## src/rtl/fmb_pkg.sv

```systemverilog
package fmb_pkg;
  localparam int FMB_NCH       = 8;
  localparam int FMB_DW        = 32;
  localparam int FMB_AW        = 8;
  localparam int FMB_CH_BASE   = 'h8C;
  localparam int FMB_EN_ADDR   = 'hC0;
  localparam int FMB_CLR_ADDR  = 'hC4;
  localparam int FMB_STAT_ADDR = 'hC8;
  localparam int FMB_PEND_LSB  = 9;
endpackage

```

## src/rtl/fmb_chan_store.sv

```systemverilog
module fmb_chan_store #(
  parameter int NCH = 8,
  parameter int DW  = 32
) (
  input  logic                    clk,
  input  logic                    rst,
  input  logic [NCH-1:0]          wr_hit,
  input  logic [DW-1:0]           wdata,
  output logic [NCH-1:0][DW-1:0]  data_q
);
  for (genvar i = 0; i < NCH; i++) begin : g_word
    always_ff @(posedge clk) begin
      if (rst)            data_q[i] <= '0;
      else if (wr_hit[i]) data_q[i] <= wdata;
    end

    // word changes only when its own channel is written
    assert_word_hold_R7: assert property (@(posedge clk) disable iff (rst)
      !wr_hit[i] |=> $stable(data_q[i]));
    assert_word_store_R2: assert property (@(posedge clk) disable iff (rst)
      wr_hit[i] |=> data_q[i] == $past(wdata));
  end
endmodule

```

## src/rtl/fmb_pend_ctl.sv

```systemverilog
module fmb_pend_ctl #(
  parameter int NCH = 8
) (
  input  logic           clk,
  input  logic           rst,
  input  logic [NCH-1:0] set_hit,
  input  logic           clr_we,
  input  logic [NCH-1:0] clr_mask,
  input  logic           en_we,
  input  logic [NCH-1:0] en_mask,
  output logic [NCH-1:0] pend_q,
  output logic [NCH-1:0] en_q,
  output logic           irq_q
);
  logic [NCH-1:0] clr_eff;
  logic [NCH-1:0] pend_d;

  always_comb begin
    clr_eff = clr_we ? clr_mask : '0;
    // a set in the same cycle overrides a clear
    pend_d  = (pend_q & ~clr_eff) | set_hit;
  end

  always_ff @(posedge clk) begin
    if (rst) begin
      pend_q <= '0;
      en_q   <= '0;
      irq_q  <= 1'b0;
    end else begin
      pend_q <= pend_d;
      if (en_we) en_q <= en_mask;
      irq_q  <= |(pend_q & en_q);
    end
  end

  for (genvar i = 0; i < NCH; i++) begin : g_chk
    assert_set_pending_R3: assert property (@(posedge clk) disable iff (rst)
      set_hit[i] |=> pend_q[i]);
    assert_clear_one_R4: assert property (@(posedge clk) disable iff (rst)
      (clr_we && clr_mask[i] && !set_hit[i]) |=> !pend_q[i]);
    assert_clear_zero_R4: assert property (@(posedge clk) disable iff (rst)
      (!set_hit[i] && !(clr_we && clr_mask[i])) |=> $stable(pend_q[i]));
  end

  assert_irq_rise_R6: assert property (@(posedge clk) disable iff (rst)
    (|(pend_q & en_q)) |=> irq_q);
  assert_irq_fall_R6: assert property (@(posedge clk) disable iff (rst)
    !(|(pend_q & en_q)) |=> !irq_q);
endmodule

```

## src/rtl/fmb_read_port.sv

```systemverilog
module fmb_read_port #(
  parameter int NCH       = 8,
  parameter int DW        = 32,
  parameter int AW        = 8,
  parameter int CH_BASE   = 'h8C,
  parameter int EN_ADDR   = 'hC0,
  parameter int STAT_ADDR = 'hC8,
  parameter int PEND_LSB  = 9
) (
  input  logic                   clk,
  input  logic                   rst,
  input  logic [AW-1:0]          addr,
  input  logic                   re,
  input  logic [NCH-1:0][DW-1:0] data_q,
  input  logic [NCH-1:0]         pend_q,
  input  logic [NCH-1:0]         en_q,
  output logic [DW-1:0]          rdata_q
);
  localparam logic [AW-1:0] EN_A   = AW'(EN_ADDR);
  localparam logic [AW-1:0] STAT_A = AW'(STAT_ADDR);

  logic [DW-1:0] rd_val;

  always_comb begin
    rd_val = '0;
    if (addr == STAT_A) rd_val[PEND_LSB +: NCH] = pend_q;
    if (addr == EN_A)   rd_val[PEND_LSB +: NCH] = en_q;
    for (int i = 0; i < NCH; i++) begin
      if (addr == AW'(CH_BASE + 4 * i)) rd_val = data_q[i];
    end
  end

  always_ff @(posedge clk) begin
    if (rst)     rdata_q <= '0;
    else if (re) rdata_q <= rd_val;
  end

  assert_rdata_hold_R8: assert property (@(posedge clk) disable iff (rst)
    !re |=> $stable(rdata_q));
endmodule

```

## src/rtl/fastmbox_bank.sv

```systemverilog
module fastmbox_bank
  import fmb_pkg::*;
#(
  parameter int NCH       = FMB_NCH,
  parameter int DW        = FMB_DW,
  parameter int AW        = FMB_AW,
  parameter int CH_BASE   = FMB_CH_BASE,
  parameter int EN_ADDR   = FMB_EN_ADDR,
  parameter int CLR_ADDR  = FMB_CLR_ADDR,
  parameter int STAT_ADDR = FMB_STAT_ADDR,
  parameter int PEND_LSB  = FMB_PEND_LSB
) (
  input  logic          clk,
  input  logic          rst,
  input  logic [AW-1:0] bus_addr,
  input  logic          bus_we,
  input  logic [DW-1:0] bus_wdata,
  input  logic          bus_re,
  output logic [DW-1:0] bus_rdata,
  output logic          rx_irq
);
  localparam logic [AW-1:0] EN_A  = AW'(EN_ADDR);
  localparam logic [AW-1:0] CLR_A = AW'(CLR_ADDR);

  logic [NCH-1:0]          wr_hit;
  logic [NCH-1:0][DW-1:0]  data_q;
  logic [NCH-1:0]          pend_q;
  logic [NCH-1:0]          en_q;
  logic                    clr_we;
  logic                    en_we;

  for (genvar i = 0; i < NCH; i++) begin : g_dec
    localparam logic [AW-1:0] CH_A = AW'(CH_BASE + 4 * i);
    assign wr_hit[i] = bus_we && (bus_addr == CH_A);
  end
  assign clr_we = bus_we && (bus_addr == CLR_A);
  assign en_we  = bus_we && (bus_addr == EN_A);

  fmb_chan_store #(.NCH(NCH), .DW(DW)) u_store (
    .clk(clk), .rst(rst), .wr_hit(wr_hit), .wdata(bus_wdata), .data_q(data_q)
  );

  fmb_pend_ctl #(.NCH(NCH)) u_pend (
    .clk(clk), .rst(rst), .set_hit(wr_hit),
    .clr_we(clr_we), .clr_mask(bus_wdata[PEND_LSB +: NCH]),
    .en_we(en_we), .en_mask(bus_wdata[PEND_LSB +: NCH]),
    .pend_q(pend_q), .en_q(en_q), .irq_q(rx_irq)
  );

  fmb_read_port #(
    .NCH(NCH), .DW(DW), .AW(AW), .CH_BASE(CH_BASE),
    .EN_ADDR(EN_ADDR), .STAT_ADDR(STAT_ADDR), .PEND_LSB(PEND_LSB)
  ) u_read (
    .clk(clk), .rst(rst), .addr(bus_addr), .re(bus_re),
    .data_q(data_q), .pend_q(pend_q), .en_q(en_q), .rdata_q(bus_rdata)
  );

  // at most one channel decoded per write
  assert_one_channel_R2: assert property (@(posedge clk) disable iff (rst)
    $onehot0(wr_hit));
  // untouched registers keep their state
  assert_no_side_write_R9: assert property (@(posedge clk) disable iff (rst)
    !bus_we |=> ($stable(en_q) && $stable(data_q)));
endmodule

```

## config.mk

```make
export PLATFORM = sky130hd
export DESIGN_NAME = fastmbox_bank
export DESIGN_NICKNAME = d
export VERILOG_FILES = /design/src/rtl/fmb_pkg.sv /design/src/rtl/fmb_chan_store.sv /design/src/rtl/fmb_pend_ctl.sv /design/src/rtl/fmb_read_port.sv /design/src/rtl/fastmbox_bank.sv
export SDC_FILE = /design/constraint.sdc
export NUM_CORES = 1
export LEC_CHECK = 0
export BUFFER_PORTS_ARGS = -buffer_cell sky130_fd_sc_hd__buf_4
export CAP_MARGIN = 20
export CORE_MARGIN = 3
export CORE_UTILIZATION = 35
export DETAILED_ROUTE_END_ITERATION = 8
export GPL_TIMING_DRIVEN = 0
export PLACE_DENSITY_LB_ADDON = 0.3
export SLEW_MARGIN = 25
export SYNTH_ARGS = -nofsm -noshare
export SYNTH_HDL_FRONTEND = slang
export SYNTH_HIERARCHICAL = 1
export SYNTH_SLANG_ARGS = --single-unit
```

## constraint.sdc

```tcl
create_clock -name clk -period 2.1 [get_ports clk]
set_input_delay 0.21 -clock clk [delete_from_list [all_inputs] [get_ports clk]]
set_output_delay 0.21 -clock clk [all_outputs]
set_load 0.03 [all_outputs]
```

# Yosys cells after proc, flatten, opt, wreduce, memory -nomap -nowiden
# Cells that the tools add are included.
dict set report totals {
  inputBits 44
  output_inout_bits 33
  wordCells 49
  register_bits 305
}
dict set report op_classes {
  n_eq_ne 11
  reduce_logical 11
  n_mux 11
  n_bitwise 4
}
# operator count
set op_table {}
lappend op_table {{two-way mux 32 bit} 8}
lappend op_table {{== test 8 bit (second input constant)} 11}
lappend op_table {{two-way mux 8 bit} 3}
lappend op_table {{bitwise AND 8 bit} 2}
lappend op_table {{logical AND 1 bit} 10}
lappend op_table {{inverter 8 bit} 1}
lappend op_table {{bitwise OR 8 bit} 1}
lappend op_table {{OR reduction 8 bit} 1}

# Longest topological paths before layout
# Gate-level depths: netlist of the first run.
dict set report logic_depth {
  depth_word 11
  mapped_depth 8
  mapped_depth_nobuf 5
}

# Modules after synthesis
# The synthesis of the first run kept the hierarchy.
# module area_each_um2 cells_each instances seq_area_each_um2
set modules_own_cells {}
lappend modules_own_cells {fmb_chan_store 9521.6 860 1 5124.9}
lappend modules_own_cells {fmb_read_port 4038.9 570 1 640.6}
lappend modules_own_cells {fmb_pend_ctl 651.9 56 1 340.3}
lappend modules_own_cells {fastmbox_bank 155.1 21 1 0.0}

# Worst setup path after synthesis of the first run
# OpenSTA, ideal clock, no wires.
dict set report synth_path {
  kind {input to register}
  start {input port bus_addr[1]}
  end {register u_store/data_q[61] in the netlist's numbering}
  stages 6
  slack_ps 412
  arrival_ps 1572
  n_path_buf 2
  setup_ps 116
  required_ps 1984
  cell_sequence {or4_4 > nor3_1 > buf_6 > buf_12 > mux2i_1 > nor2_2}
}
dict set report synth_between {
  elab_chain_cells 2
}
# item line_no
set synth_rtl {}
lappend synth_rtl {{start, declared} fastmbox_bank.sv:15} ;# input logic [AW-1:0] bus_addr,
lappend synth_rtl {{== test 8 bit} fastmbox_bank.sv:34} ;# assign wr_hit[i] = bus_we && (bus_addr == CH_A);
lappend synth_rtl {{logical AND 1 bit} fastmbox_bank.sv:34}
lappend synth_rtl {{named net wr_hit[1]} fastmbox_bank.sv:25} ;# logic [NCH-1:0] wr_hit;
lappend synth_rtl {{end signal, assigned by index} fmb_chan_store.sv:14} ;# else if (wr_hit[i]) data_q[i] <= wdata;
lappend synth_rtl {{end, declared} fmb_chan_store.sv:9} ;# output logic [NCH-1:0][DW-1:0] data_q
# The timed path passes the listed nets, and every way through them passes these cells.
# A chain may end at the register's enable or synchronous reset.

# Worst setup path in the final report of the first run
dict set report layout_path {
  start {input port bus_addr[1]}
  end {register u_read.rdata_q[6]}
}
dict set report layout_between {
  elab_chain_cells 9
  word_cells_on_any_way 16
  classes_between {eq/ne: 8; mux: 8}
}
# item line_no
set layout_rtl {}
lappend layout_rtl {{== test 8 bit} fmb_read_port.sv:29} ;# if (addr == AW'(CH_BASE + 4 * i)) rd_val = data_q[i];
lappend layout_rtl {{two-way mux 32 bit (7 in a row)} fmb_read_port.sv:29}
lappend layout_rtl {{two-way mux 32 bit *} fmb_read_port.sv:29}
lappend layout_rtl {{end signal, assigned} fmb_read_port.sv:35} ;# else if (re) rdata_q <= rd_val;
lappend layout_rtl {{end, declared} fmb_read_port.sv:17} ;# output logic [DW-1:0] rdata_q
# Every way passes the cells marked *; elsewhere a longest branch is shown, timed or not.

==> results of run 1 <==
-- logic make-up (layout without fill, tap and decap cells) --
group,Yosys count,after routing,share of synthesized area (%)
buffers and inverters,167,288,8.76
multiplexers,300,300,20.9
AO/OA/AOI/OAI,280,280,13.2
AND/OR/NAND/NOR,455,455,14.6
flip-flops,305,305,42.5
-- layer usage --
layer  track usage, %  vias up  part of all wire [%]  routed length [µm]
li1                 -     5525                     -                   -
met1             30.0     5735                    43               21600
met2             35.7      525                    45               22800
met3             5.46      116                   8.8                4480
met4             8.45        0                   3.7                1890
met5                0        -                     0                   0
-- flip-flops by register name, indices dropped and copies added, names as in the netlist --
signal / flops
u_pend/irq_q: 1
u_pend/en_q: 8
u_read/rdata_q: 32
u_pend/pend_q: 8
u_store/data_q: 256
-- area by class of cell --
type | instances | area (µm²) | area share, %
tap | 525 | 657 | 3.95
clock inverter | 7 | 37.5 | 0.226
multi-input combinational | 1035 | 7010 | 42.2
sequential | 305 | 6110 | 36.8
buffer | 158 | 1230 | 7.39
inverter | 9 | 33.8 | 0.203
timing repair buffer | 59 | 463 | 2.79
clock buffer | 55 | 1080 | 6.52
-- power by group through the flow --
stage | registers [mW] | clock network [mW] | logic [mW]
4_1_cts | 5.81 | 6.08 | 0.813
2_1_floorplan | 5.96 | 0 | 0.425
3_5_place_dp | 5.94 | 0 | 0.799
6_report | 5.81 | 5.99 | 0.831
5_1_grt | 5.81 | 6.29 | 0.868
3_3_place_gp | 5.94 | 0 | 0.797
-- path summary, 6_finish.rpt --
kind,from,to,cells past startpoint
max reg2reg,u_store/data_q[70],u_read/rdata_q[6],5
max,bus_addr[1],u_read/rdata_q[6],7
min reg2reg,u_read/rdata_q[14],u_read/rdata_q[14],2
min,bus_wdata[27],u_store/data_q[155],3
-- critical path: cells and delay by family --
family          cells  cell delay, ps
compound gates      2             250
buf+inv             2             510
simple gates        3            1450
-- cells in the final DEF (no fill, tap or decap), types with 14 or more instances in the layout --
master	synthesis	final
sky130_fd_sc_hd__buf_2	85	85
sky130_fd_sc_hd__o22ai_1	23	23
sky130_fd_sc_hd__clkbuf_1	25	32
sky130_fd_sc_hd__nand3_1	22	22
sky130_fd_sc_hd__buf_12	24	24
sky130_fd_sc_hd__o21ai_0	68	68
sky130_fd_sc_hd__nor3_1	17	17
sky130_fd_sc_hd__buf_4	7	58
sky130_fd_sc_hd__a22oi_1	48	48
sky130_fd_sc_hd__nand2_1	45	45
sky130_fd_sc_hd__o32ai_1	15	15
sky130_fd_sc_hd__dfxtp_1	305	305
sky130_fd_sc_hd__nor2_1	302	301
sky130_fd_sc_hd__a21oi_1	39	39
sky130_fd_sc_hd__mux2i_1	295	295
sky130_fd_sc_hd__o211ai_1	29	29
sky130_fd_sc_hd__or3_1	20	20
sky130_fd_sc_hd__clkbuf_16	0	37
sky130_fd_sc_hd__buf_6	14	14
-- what timing repair did --
action / CTS / global route
setup endpoints to repair: 0 / 11
endpoints found under the hold margin: 8 / 0
hold buffers: 8 / 0
resized for setup: 0 / 7
-- metrics by stage --
stage          total power [mW]  hold WS, ps  cell area (µm²)  TNS [ps]  utilization, %
4_1_cts                    12.7         39.0            16600         0            41.4
2_1_floorplan              6.38          357            14400         0               -
5_1_grt                    13.0         57.3            16600         0            41.4
6_report                   12.6         55.6            16600         0            41.4
3_3_place_gp               6.74          466            15400    -15950            38.4
3_5_place_dp               6.74          471            15400    -17540            38.4
==> impl_metrics.csv, run 1 <==
group,metric,value,unit
routing,drt-wirelength-per-cell,23.6,µm
sta,timing.slew.headroom,40.1,%
clocking,clk_pin_slew,60,ps
floorplan,die_area,43500,µm²
sta,rsz0062_at_grt,"no",
routing,detailroute.via_count,11900,
sta,setup_violations,0,
routing,drt.antenna.violating_nets,0,
setup_path,startpoint_type,"input port",
grt,grt_max_degree,14,
power_and_ir_drop,switching_share,24.3,%
power_and_ir_drop,combinationalPowerShare,6.6,%
placed_design,place_ws,-437,ps
logic_synthesis,flip_flop_and_latch_count_after_synthesis,305,
setup_path,timing.reg2reg.setup_slack,560,ps
logic_synthesis,synth_top_cells_by_count,"305 x sky130_fd_sc_hd__dfxtp_1, 302 x sky130_fd_sc_hd__nor2_1, 295 x sky130_fd_sc_hd__mux2i_1",
logic_synthesis,syn_area_per_cell,9.53,µm²
placed_design,finalWeightedCongestion,0.919,
floorplan,core_region_area,40100,µm²
power_and_ir_drop,p_switching,3.08,mW
grt,antenna_found_initial,0,
logic_synthesis,synth.distinct_cells,64,
setup_path,crit_path_max_fanout,10,
finish,layout-drive-gt1-share,16.3,%
logic_synthesis,synthDominantCellAreaShare,42.5,%
sta,final-max-slew-violation-count,0,
logic_synthesis,synthesis.nets,1551,
power_and_ir_drop,power.internal,9.56,mW
power_and_ir_drop,clock_power_share,47.4,%
sta,max_freq,489,MHz
status,result_of_the_run,"complete, no violations",
finish,area_growth_syn_to_layout,15.6,%
sta,timing.final.hold_violations,0,
logic_synthesis,post_synth_inst_count,1507,
flow_run,maxCapViolations,0,
sta,final.setup.worst_slack,53.3,ps
grt,first_global_vias,11700,
routing,drt_pre_antenna_iters,5,
grt,grt_pass1_wl,75000,µm
placed_design,placed_cells,2083,
power_and_ir_drop,power.density,761,nW/µm²
power_and_ir_drop,total_leakage_power,5.68,nW
floorplan,chipHeight,209,µm
logic_synthesis,number_of_enable_type_register_cells_in_the_synthesized_netlist,0,
clocking,cts_num_sinks,305,
power_and_ir_drop,ir_drop,0.388,mV
grt,global_route.usage.total,22.6,%
sta,timing.clock.skew,13.4,ps
setup_path,setup.worst_path.end_class,"flop",
logic_synthesis,async_reset_ff_share,0,%
floorplan,num_io_pins,77,
routing,drcViolationCount,0,
grt,remaining_global_route_overflow,0,
clocking,post_cts.repair.setup_buffers,0,
setup_path,critical-path-max-stage-delay,800,ps
sta,layout_min_cycle_time,2050,ps
logic_synthesis,library_cell_occupying_the_most_area_in_the_post_synthesis_netlist,"sky130_fd_sc_hd__dfxtp_1",
logic_synthesis,synth_area_leaders,"sky130_fd_sc_hd__dfxtp_1 42%, sky130_fd_sc_hd__mux2i_1 21%, sky130_fd_sc_hd__nor2_1 7.9%",
setup_path,cp.arrival,2430,ps
sta,tightest_slew,896,ps
floorplan,fp.dieW,209,µm
logic_synthesis,synth_flop_cell,"sky130_fd_sc_hd__dfxtp_1",
floorplan,placement_rows,73,
clocking,tritoncts,"yes",
setup_path,crit_chain,"buf_4 -> nor4b_2 -> nand2_1 -> buf_2 -> o22ai_1 -> or3_1 -> a21oi_1",
setup_path,timing.critical_path.slowest_stage_cell,"sky130_fd_sc_hd__nor4b_2",
clocking,cts_root_buf,"sky130_fd_sc_hd__clkbuf_16",
placed_design,buffer_ports.inserted,51,
clocking,insertion_delay,530,ps
logic_synthesis,synthesized_area,14400,µm²
finish,layout.nets,1646,
routing,wirelength,50800,µm
clocking,clockBufferDepth,3,
finish,n_antenna_cell,0,
finish,nFillCells,3895,
clocking,htree_num_levels,2,
sta,period_share,97.5,%
logic_synthesis,synth_seq_area_share,42.5,%
clocking,cts_bufs_inserted,34,
routing,detailedRoute.firstIterationViolations,1237,
logic_synthesis,synth_most_common_cell,"sky130_fd_sc_hd__dfxtp_1",
power_and_ir_drop,pwr-share-seq,46.0,%
finish,post_layout_nonfiller_instances,2153,
setup_path,critPathRequiredTime,2480,ps
routing,route.detailed.vias_per_inst,5.53,
logic_synthesis,ys.warnings.count,6,
setup_path,timing.setup.critical_path_class,"in2reg",
placed_design,detailed_place_hpwl,36500,µm
floorplan,floorplan.initialDensity,35.8,%
hold_path,hp-class,"in2reg",
No activity file was read; power rests on OpenSTA's default activity.
==> run 2: changes to the inputs <==
--- a/config.mk
+++ b/config.mk
@@ -6,7 +6,8 @@
 export NUM_CORES = 1
 export LEC_CHECK = 0
 export BUFFER_PORTS_ARGS = -buffer_cell sky130_fd_sc_hd__buf_4
-export CAP_MARGIN = 20
+export CELL_PAD_IN_SITES_DETAIL_PLACEMENT = 1
+export CELL_PAD_IN_SITES_GLOBAL_PLACEMENT = 2
 export CORE_MARGIN = 3
 export CORE_UTILIZATION = 35
 export DETAILED_ROUTE_END_ITERATION = 8
==> impl_metrics.csv, run 2 (synthesis results as in run 1) <==
group,metric,value,unit
sta,timing.slew.headroom,28.1,%
sta,setup_violations,0,
finish,layout_commonest_cell,"sky130_fd_sc_hd__dfxtp_1",
status,result_of_the_run,"complete, no violations",
setup_path,crit_chain,"buf_4 -> and4bb_2 -> buf_2 -> clkbuf_1 -> nand2_1 -> o211ai_1 -> a311oi_1",
routing,drt_pre_antenna_iters,5,
sta,tightest_slew,1070,ps
floorplan,die_area,43500,µm²
clocking,tritoncts,"yes",
finish,biggestRegsByFlops,"u_store/data_q: 256 flops, u_read/rdata_q: 32 flops",
grt,first_global_vias,12200,
clocking,cts_bufs_inserted,37,
sta,layout_min_cycle_time,2080,ps
finish,area_growth_syn_to_layout,15.6,%
finish,largest_register_ffs,256,
clocking,post_cts.repair.setup_buffers,0,
grt,grt_pass1_wl,81800,µm
floorplan,fp.dieW,209,µm
setup_path,cp.arrival,2450,ps
routing,detailedRoute.firstIterationViolations,819,
clocking,insertion_delay,540,ps
power_and_ir_drop,total_leakage_power,5.68,nW
floorplan,placement_rows,73,
floorplan,num_io_pins,77,
setup_path,timing.critical_path.slowest_stage_cell,"sky130_fd_sc_hd__clkbuf_1",
routing,wirelength,55800,µm
setup_path,critical_path_buf_inv_count,3,
setup_path,critPathRequiredTime,2480,ps
placed_design,finalWeightedCongestion,0.854,
sta,timing.setup.tns,0,ps
finish,post-route-cell-area,16600,µm²
grt,antenna_found_initial,1,
finish,layout.nets,1649,
finish,highest_count_cells_in_the_layout_ignoring_fill_and_taps,"305 x sky130_fd_sc_hd__dfxtp_1, 301 x sky130_fd_sc_hd__nor2_1, 295 x sky130_fd_sc_hd__mux2i_1",
setup_path,crit_path_max_fanout,10,
power_and_ir_drop,power.density,770,nW/µm²
finish,largest_register,"u_store/data_q",
floorplan,chipHeight,209,µm
grt,global_route.usage.total,25.1,%
grt,grt_max_degree,14,
sta,max_freq,482,MHz
sta,rsz0062_at_grt,"no",
setup_path,critical-path-max-stage-delay,710,ps
clocking,htree_num_levels,2,
clocking,clockBufferDepth,3,
hold_path,hp-class,"in2reg",
setup_path,kind_of_cell_adding_the_most_delay_to_the_critical_path,"buffers and inverters",
sta,final-max-slew-violation-count,0,
flow_run,maxCapViolations,0,
finish,post_layout_nonfiller_instances,2145,
placed_design,placed_cells,2083,
routing,detailroute.via_count,11900,
clocking,cts_root_buf,"sky130_fd_sc_hd__clkbuf_16",
placed_design,buffer_ports.inserted,51,
grt,remaining_global_route_overflow,0,
routing,drcViolationCount,0,
routing,drt-wirelength-per-cell,26.0,µm
setup_path,startpoint_type,"input port",
sta,period_share,98.8,%
finish,layout-drive-gt1-share,16.0,%
placed_design,dpl_cell_area,15400,µm²
sta,timing.final.hold_violations,0,
placed_design,detailed_place_hpwl,39700,µm
routing,drt.antenna.violating_nets,0,
routing,route.detailed.vias_per_inst,5.56,
clocking,cts_num_sinks,305,
floorplan,floorplan.initialDensity,35.8,%
sta,timing.clock.skew,6.68,ps
setup_path,setup.worst_path.end_class,"flop",
power_and_ir_drop,ir_drop,0.435,mV
power_and_ir_drop,power,12.8,mW
floorplan,core_region_area,40100,µm²
setup_path,timing.setup.critical_path_class,"in2reg",
finish,n_antenna_cell,0,
clocking,clk_pin_slew,60,ps
run 2: cell types whose count changed in the layout (fill, tap and decap cells not counted), sizes merged:
cell / delta
bufinv: +2
clkbuf: -5
dlygate4sd1: +1
clkinv: -5
clkinvlp: -1
run 2: worst register-to-register path, cell delays in order (launching register included):
cell and delay, ps:
sky130_fd_sc_hd__dfxtp_1 350, sky130_fd_sc_hd__nor2_1 70, sky130_fd_sc_hd__or3_1 310, sky130_fd_sc_hd__a21oi_1 170
sky130_fd_sc_hd__o211ai_1 180, sky130_fd_sc_hd__a311oi_1 310
run 2: through the flow:
| step | utilization (%) | setup WS, ps | hold slack (ps) |
|---|---|---|---|
| after floorplan | - | 412 | 357 |
| after global placement | 38.4 | -606 | 466 |
| after detailed placement | 38.4 | -651 | 473 |
| after CTS | 41.4 | 23.9 | 19.3 |
| after global routing | 41.4 | 19.5 | 45.5 |
| final | 41.4 | 24.4 | 39.0 |
run 2: cell type report:
| cell class | instances | area [µm²] |
|---|---|---|
| Timing Repair Buffer | 59 | 463 |
| Tap cell | 525 | 657 |
| Sequential cell | 305 | 6110 |
| Fill cell | 4507 | 23500 |
| Clock inverter | 3 | 65.1 |
| Multi-Input combinational cell | 1035 | 7020 |
| Clock buffer | 51 | 1040 |
| Buffer | 158 | 1230 |
| Inverter | 9 | 33.8 |
run 2: path summary, 6_finish.rpt:
kind	from	end	slack, ps	cells past startpoint
hold / removal	bus_wdata[25]	u_store/data_q[153]	40	3
hold reg to reg	u_read/rdata_q[14]	u_read/rdata_q[14]	480	2
setup / recovery	bus_addr[4]	u_read/rdata_q[30]	20	7
setup reg to reg	u_store/data_q[190]	u_read/rdata_q[30]	610	5
run 2: power breakdown:
| group | switching [mW] | total (mW) | internal [mW] |
|---|---|---|---|
| Clock | 2.48 | 6.13 | 3.64 |
| Combinational | 0.633 | 0.857 | 0.225 |
| Sequential | 0.00979 | 5.81 | 5.80 |
run 2: layer usage:
layer / up-vias / track usage, % / wire length [µm]
met1: 5994 / 34.6 / 25900
met5: - / 0 / 13
met2: 334 / 41.3 / 25800
li1: 5526 / - / -
met4: 2 / 6.97 / 1370
met3: 79 / 3.38 / 2820
run 2: what timing repair did:
item                       CTS  global route
gates resized for setup      1             8
hold buffers                 8             0
pin swaps                    0             0
hold endpoints to repair     9             0
setup endpoints to repair    3            20
==> run 3: changes to the inputs <==
--- a/config.mk
+++ b/config.mk
@@ -5,11 +5,12 @@
 export SDC_FILE = /design/constraint.sdc
 export NUM_CORES = 1
 export LEC_CHECK = 0
+export ABC_AREA = 1
 export BUFFER_PORTS_ARGS = -buffer_cell sky130_fd_sc_hd__buf_4
 export CELL_PAD_IN_SITES_DETAIL_PLACEMENT = 1
 export CELL_PAD_IN_SITES_GLOBAL_PLACEMENT = 2
 export CORE_MARGIN = 3
-export CORE_UTILIZATION = 35
+export CORE_UTILIZATION = 30
 export DETAILED_ROUTE_END_ITERATION = 8
 export GPL_TIMING_DRIVEN = 0
 export PLACE_DENSITY_LB_ADDON = 0.3
==> constraint.sdc (replaced) <==
create_clock -name clk -period 1.7 [get_ports clk]
set_input_delay 0.17 -clock clk [delete_from_list [all_inputs] [get_ports clk]]
set_output_delay 0.17 -clock clk [all_outputs]
set_load 0.03 [all_outputs]
==> impl_metrics.csv, run 3 <==
group,metric,value,unit
status,result_of_the_run,"complete, no violations",
logic_synthesis,synth_top_cells_by_count,"842 x sky130_fd_sc_hd__nand2_1, 592 x sky130_fd_sc_hd__nor2_1, 305 x sky130_fd_sc_hd__dfxtp_1",
floorplan,chipHeight,223,µm
routing,drcViolationCount,0,
sta,timing.final.hold_violations,0,
grt,grt_pass1_wl,79200,µm
routing,met2_routed_length,25500,µm
hold_path,hold-path-cell-count,4,
clocking,clockBufferDepth,3,
clocking,htree_num_levels,2,
sta,tightest_slew,677,ps
setup_path,startpoint_type,"input port",
logic_synthesis,library_cell_occupying_the_most_area_in_the_post_synthesis_netlist,"sky130_fd_sc_hd__dfxtp_1",
hold_path,hp-class,"in2reg",
floorplan,core_region_area,45900,µm²
sta,max_freq,604,MHz
floorplan,die_area,49500,µm²
setup_path,critical_path_buf_inv_count,2,
floorplan,fp.dieW,223,µm
sta,timing.slew.headroom,54.9,%
setup_path,r2r-end,"u_read/rdata_q[16]",
sta,period_share,97.4,%
clocking,insertion_delay,550,ps
setup_path,timing.setup.critical_path_class,"in2reg",
sta,timing.clock.skew,15.4,ps
routing,drt.antenna.violating_nets,0,
sta,rsz0062_at_grt,"no",
setup_path,instance_count_on_the_critical_path,11,
logic_synthesis,ys.warnings.count,6,
setup_path,cp_common_cell,"sky130_fd_sc_hd__nand3_1",
finish,layout-drive-gt1-share,11.7,%
sta,final-max-slew-violation-count,0,
routing,wirelength,50800,µm
sta,setup_violations,0,
grt,antenna_found_initial,0,
finish,n_antenna_cell,0,
logic_synthesis,synth.distinct_cells,31,
setup_path,kind_of_cell_adding_the_most_delay_to_the_critical_path,"simple AND/OR/NAND/NOR gates",
power_and_ir_drop,ir_drop,0.548,mV
setup_path,worstReg2RegStart,"u_store/data_q[112]",
finish,layout_commonest_cell,"sky130_fd_sc_hd__nand2_1",
finish,largest_register_ffs,256,
logic_synthesis,synthesized_area,14100,µm²
routing,routed-wl-met3,1230,µm
logic_synthesis,syn_area_per_cell,6.35,µm²
hold_path,timing.hold.worst.start,"rst",
sta,timing.setup.tns,0,ps
grt,remaining_global_route_overflow,0,
setup_path,timing.reg2reg.setup_slack,350,ps
setup_path,reg2regPathDepth,6,
placed_design,finalWeightedCongestion,0.853,
finish,highest_count_cells_in_the_layout_ignoring_fill_and_taps,"840 x sky130_fd_sc_hd__nand2_1, 592 x sky130_fd_sc_hd__nor2_1, 305 x sky130_fd_sc_hd__dfxtp_1",
routing,highest-signal-layer,"met4",
clocking,cts_bufs_inserted,38,
clocking,cts_num_sinks,305,
finish,area_growth_syn_to_layout,19.0,%
logic_synthesis,async_reset_ff_share,0,%
setup_path,crit_chain,"buf_4 -> nor2_1 -> nand3_1 -> nor2_2 -> buf_2 -> nand2_1 -> nand3_1 -> nor2_1 -> nand4_1 -> nand3_1 -> a21oi_1",
floorplan,floorplan.initialDensity,30.7,%
placed_design,detailed_place_hpwl,39000,µm
clocking,clk_pin_slew,60,ps
logic_synthesis,synth_most_common_cell,"sky130_fd_sc_hd__nand2_1",
setup_path,crit_path_max_fanout,10,
sta,layout_min_cycle_time,1660,ps
flow_run,maxCapViolations,0,
routing,detailroute.via_count,13600,
logic_synthesis,synth_seq_area_share,43.4,%
finish,layout.nets,2384,
grt,grt_max_degree,12,
routing,detailedRoute.firstIterationViolations,518,
finish,nFillCells,5949,
logic_synthesis,flip_flop_and_latch_count_after_synthesis,305,
power_and_ir_drop,total_leakage_power,7.28,nW
floorplan,num_io_pins,77,
floorplan,placement_rows,78,
finish,largest_register,"u_store/data_q",
clocking,tritoncts,"yes",
grt,global_route.usage.total,20.5,%
power_and_ir_drop,power.density,968,nW/µm²
routing,drt_pre_antenna_iters,4,
logic_synthesis,synthDominantCellAreaShare,43.4,%
logic_synthesis,synth_area_leaders,"sky130_fd_sc_hd__dfxtp_1 43%, sky130_fd_sc_hd__nand2_1 22%, sky130_fd_sc_hd__nor2_1 16%",
routing,route.detailed.vias_per_inst,4.60,
setup_path,cp.arrival,2130,ps
logic_synthesis,synthesis.nets,2259,
setup_path,critical-path-max-stage-delay,370,ps
hold_path,min_to,"u_read/rdata_q[0]",
finish,seq_area,6110,µm²
routing,drt-wirelength-per-cell,17.1,µm
placed_design,buffer_ports.inserted,76,
setup_path,timing.critical_path.slowest_stage_cell,"sky130_fd_sc_hd__buf_2",
setup_path,setup.worst_path.end_class,"flop",
logic_synthesis,post_synth_inst_count,2215,
clocking,cts_root_buf,"sky130_fd_sc_hd__clkbuf_16",
logic_synthesis,synth_flop_cell,"sky130_fd_sc_hd__dfxtp_1",
logic_synthesis,number_of_enable_type_register_cells_in_the_synthesized_netlist,0,
routing,met1Wirelength,22900,µm
finish,footprint_of_the_multi_input_gates,6660,µm²
setup_path,critPathRequiredTime,2180,ps
grt,first_global_vias,14100,
finish,biggestRegsByFlops,"u_store/data_q: 256 flops, u_read/rdata_q: 32 flops",
finish,utilization,36.5,%
[run 3: cell count changes after synthesis, moves of 25 or more]
| cell | change |
|---|---|
| sky130_fd_sc_hd__a22oi_1 | -48 |
| sky130_fd_sc_hd__inv_1 | +110 |
| sky130_fd_sc_hd__mux2i_1 | -295 |
| sky130_fd_sc_hd__nand2_1 | +797 |
| sky130_fd_sc_hd__nand3_1 | +53 |
| sky130_fd_sc_hd__nand4_1 | +25 |
| sky130_fd_sc_hd__nor2_1 | +290 |
| sky130_fd_sc_hd__o211ai_1 | -29 |
| sky130_fd_sc_hd__o21ai_0 | -44 |
[run 3: layout make-up]
class	count	share of cell area [%]
buffer	123	4.98
clock inverter	8	0.598
timing repair buffer	85	3.93
inverter	132	3.00
clock buffer	60	6.78
multi-input combinational	1655	39.8
tap	600	4.48
sequential	305	36.5
[run 3: worst max path at each step]
stage	slack [ps]	startpoint	endpoint
5_1_grt	0.8	bus_addr[1]	u_read/rdata_q[1]
4_1_cts	40	bus_addr[1]	u_read/rdata_q[1]
6_report	40	bus_addr[1]	u_read/rdata_q[1]
2_1_floorplan	360	bus_addr[1]	u_read/rdata_q[6]
3_5_place_dp	-720	bus_addr[1]	u_read/rdata_q[1]
3_3_place_gp	-690	bus_addr[1]	u_read/rdata_q[1]
[run 3: where the power goes]
part	internal (mW)	switching (mW)
Sequential	7.17	0.00900
Combinational	0.287	0.568
Clock	4.89	3.28
Total	12.3	3.86
[run 3: timing repair]
action                     CTS  global route
resized for setup            3             5
gates cloned                 0             0
hold buffers                 8             0
setup endpoints to repair    7             1
setup buffers                0             1
hold endpoints to repair    16             0
pin swaps                    0             2
[run 3: cells by family (layout without fill, tap and decap cells)]
| group | count (synthesis) | in the layout | synth area share (%) |
|---|---|---|---|
| AO/OA/AOI/OAI | 89 | 89 | 3.40 |
| buffers and inverters | 255 | 408 | 9.48 |
| flip-flops | 305 | 305 | 43.4 |
| AND/OR/NAND/NOR | 1566 | 1566 | 43.7 |
[run 3: tightest hold or removal path: stages]
cell and delay, ps:
sky130_fd_sc_hd__buf_4 190, sky130_fd_sc_hd__inv_1 70, sky130_fd_sc_hd__o21ai_0 70, sky130_fd_sc_hd__a31oi_1 40
[run 3: metal layers]
| layer | GRT usage (%) | vias up |
|---|---|---|
| li1 | - | 6935 |
| met1 | 25.2 | 6491 |
| met2 | 37.6 | 138 |
| met3 | 2.87 | 75 |
| met4 | 4.94 | 0 |
| met5 | 0 | - |
[run 3: stage by stage]
stage / total power [mW] / hold slack [ps] / instance area, µm² / setup WS [ps] / std cells
floorplan: 7.83 / 307 / 14100 / 357 / 2215
global placement: 8.16 / 451 / 15400 / -690 / 2891
detailed placement: 8.18 / 458 / 15400 / -722 / 2891
CTS: 16.5 / 30.5 / 16700 / 44.1 / 2967
global route: 16.8 / 58.3 / 16700 / 0.834 / 2968
finish: 16.2 / 46.1 / 16700 / 44.6 / 2968
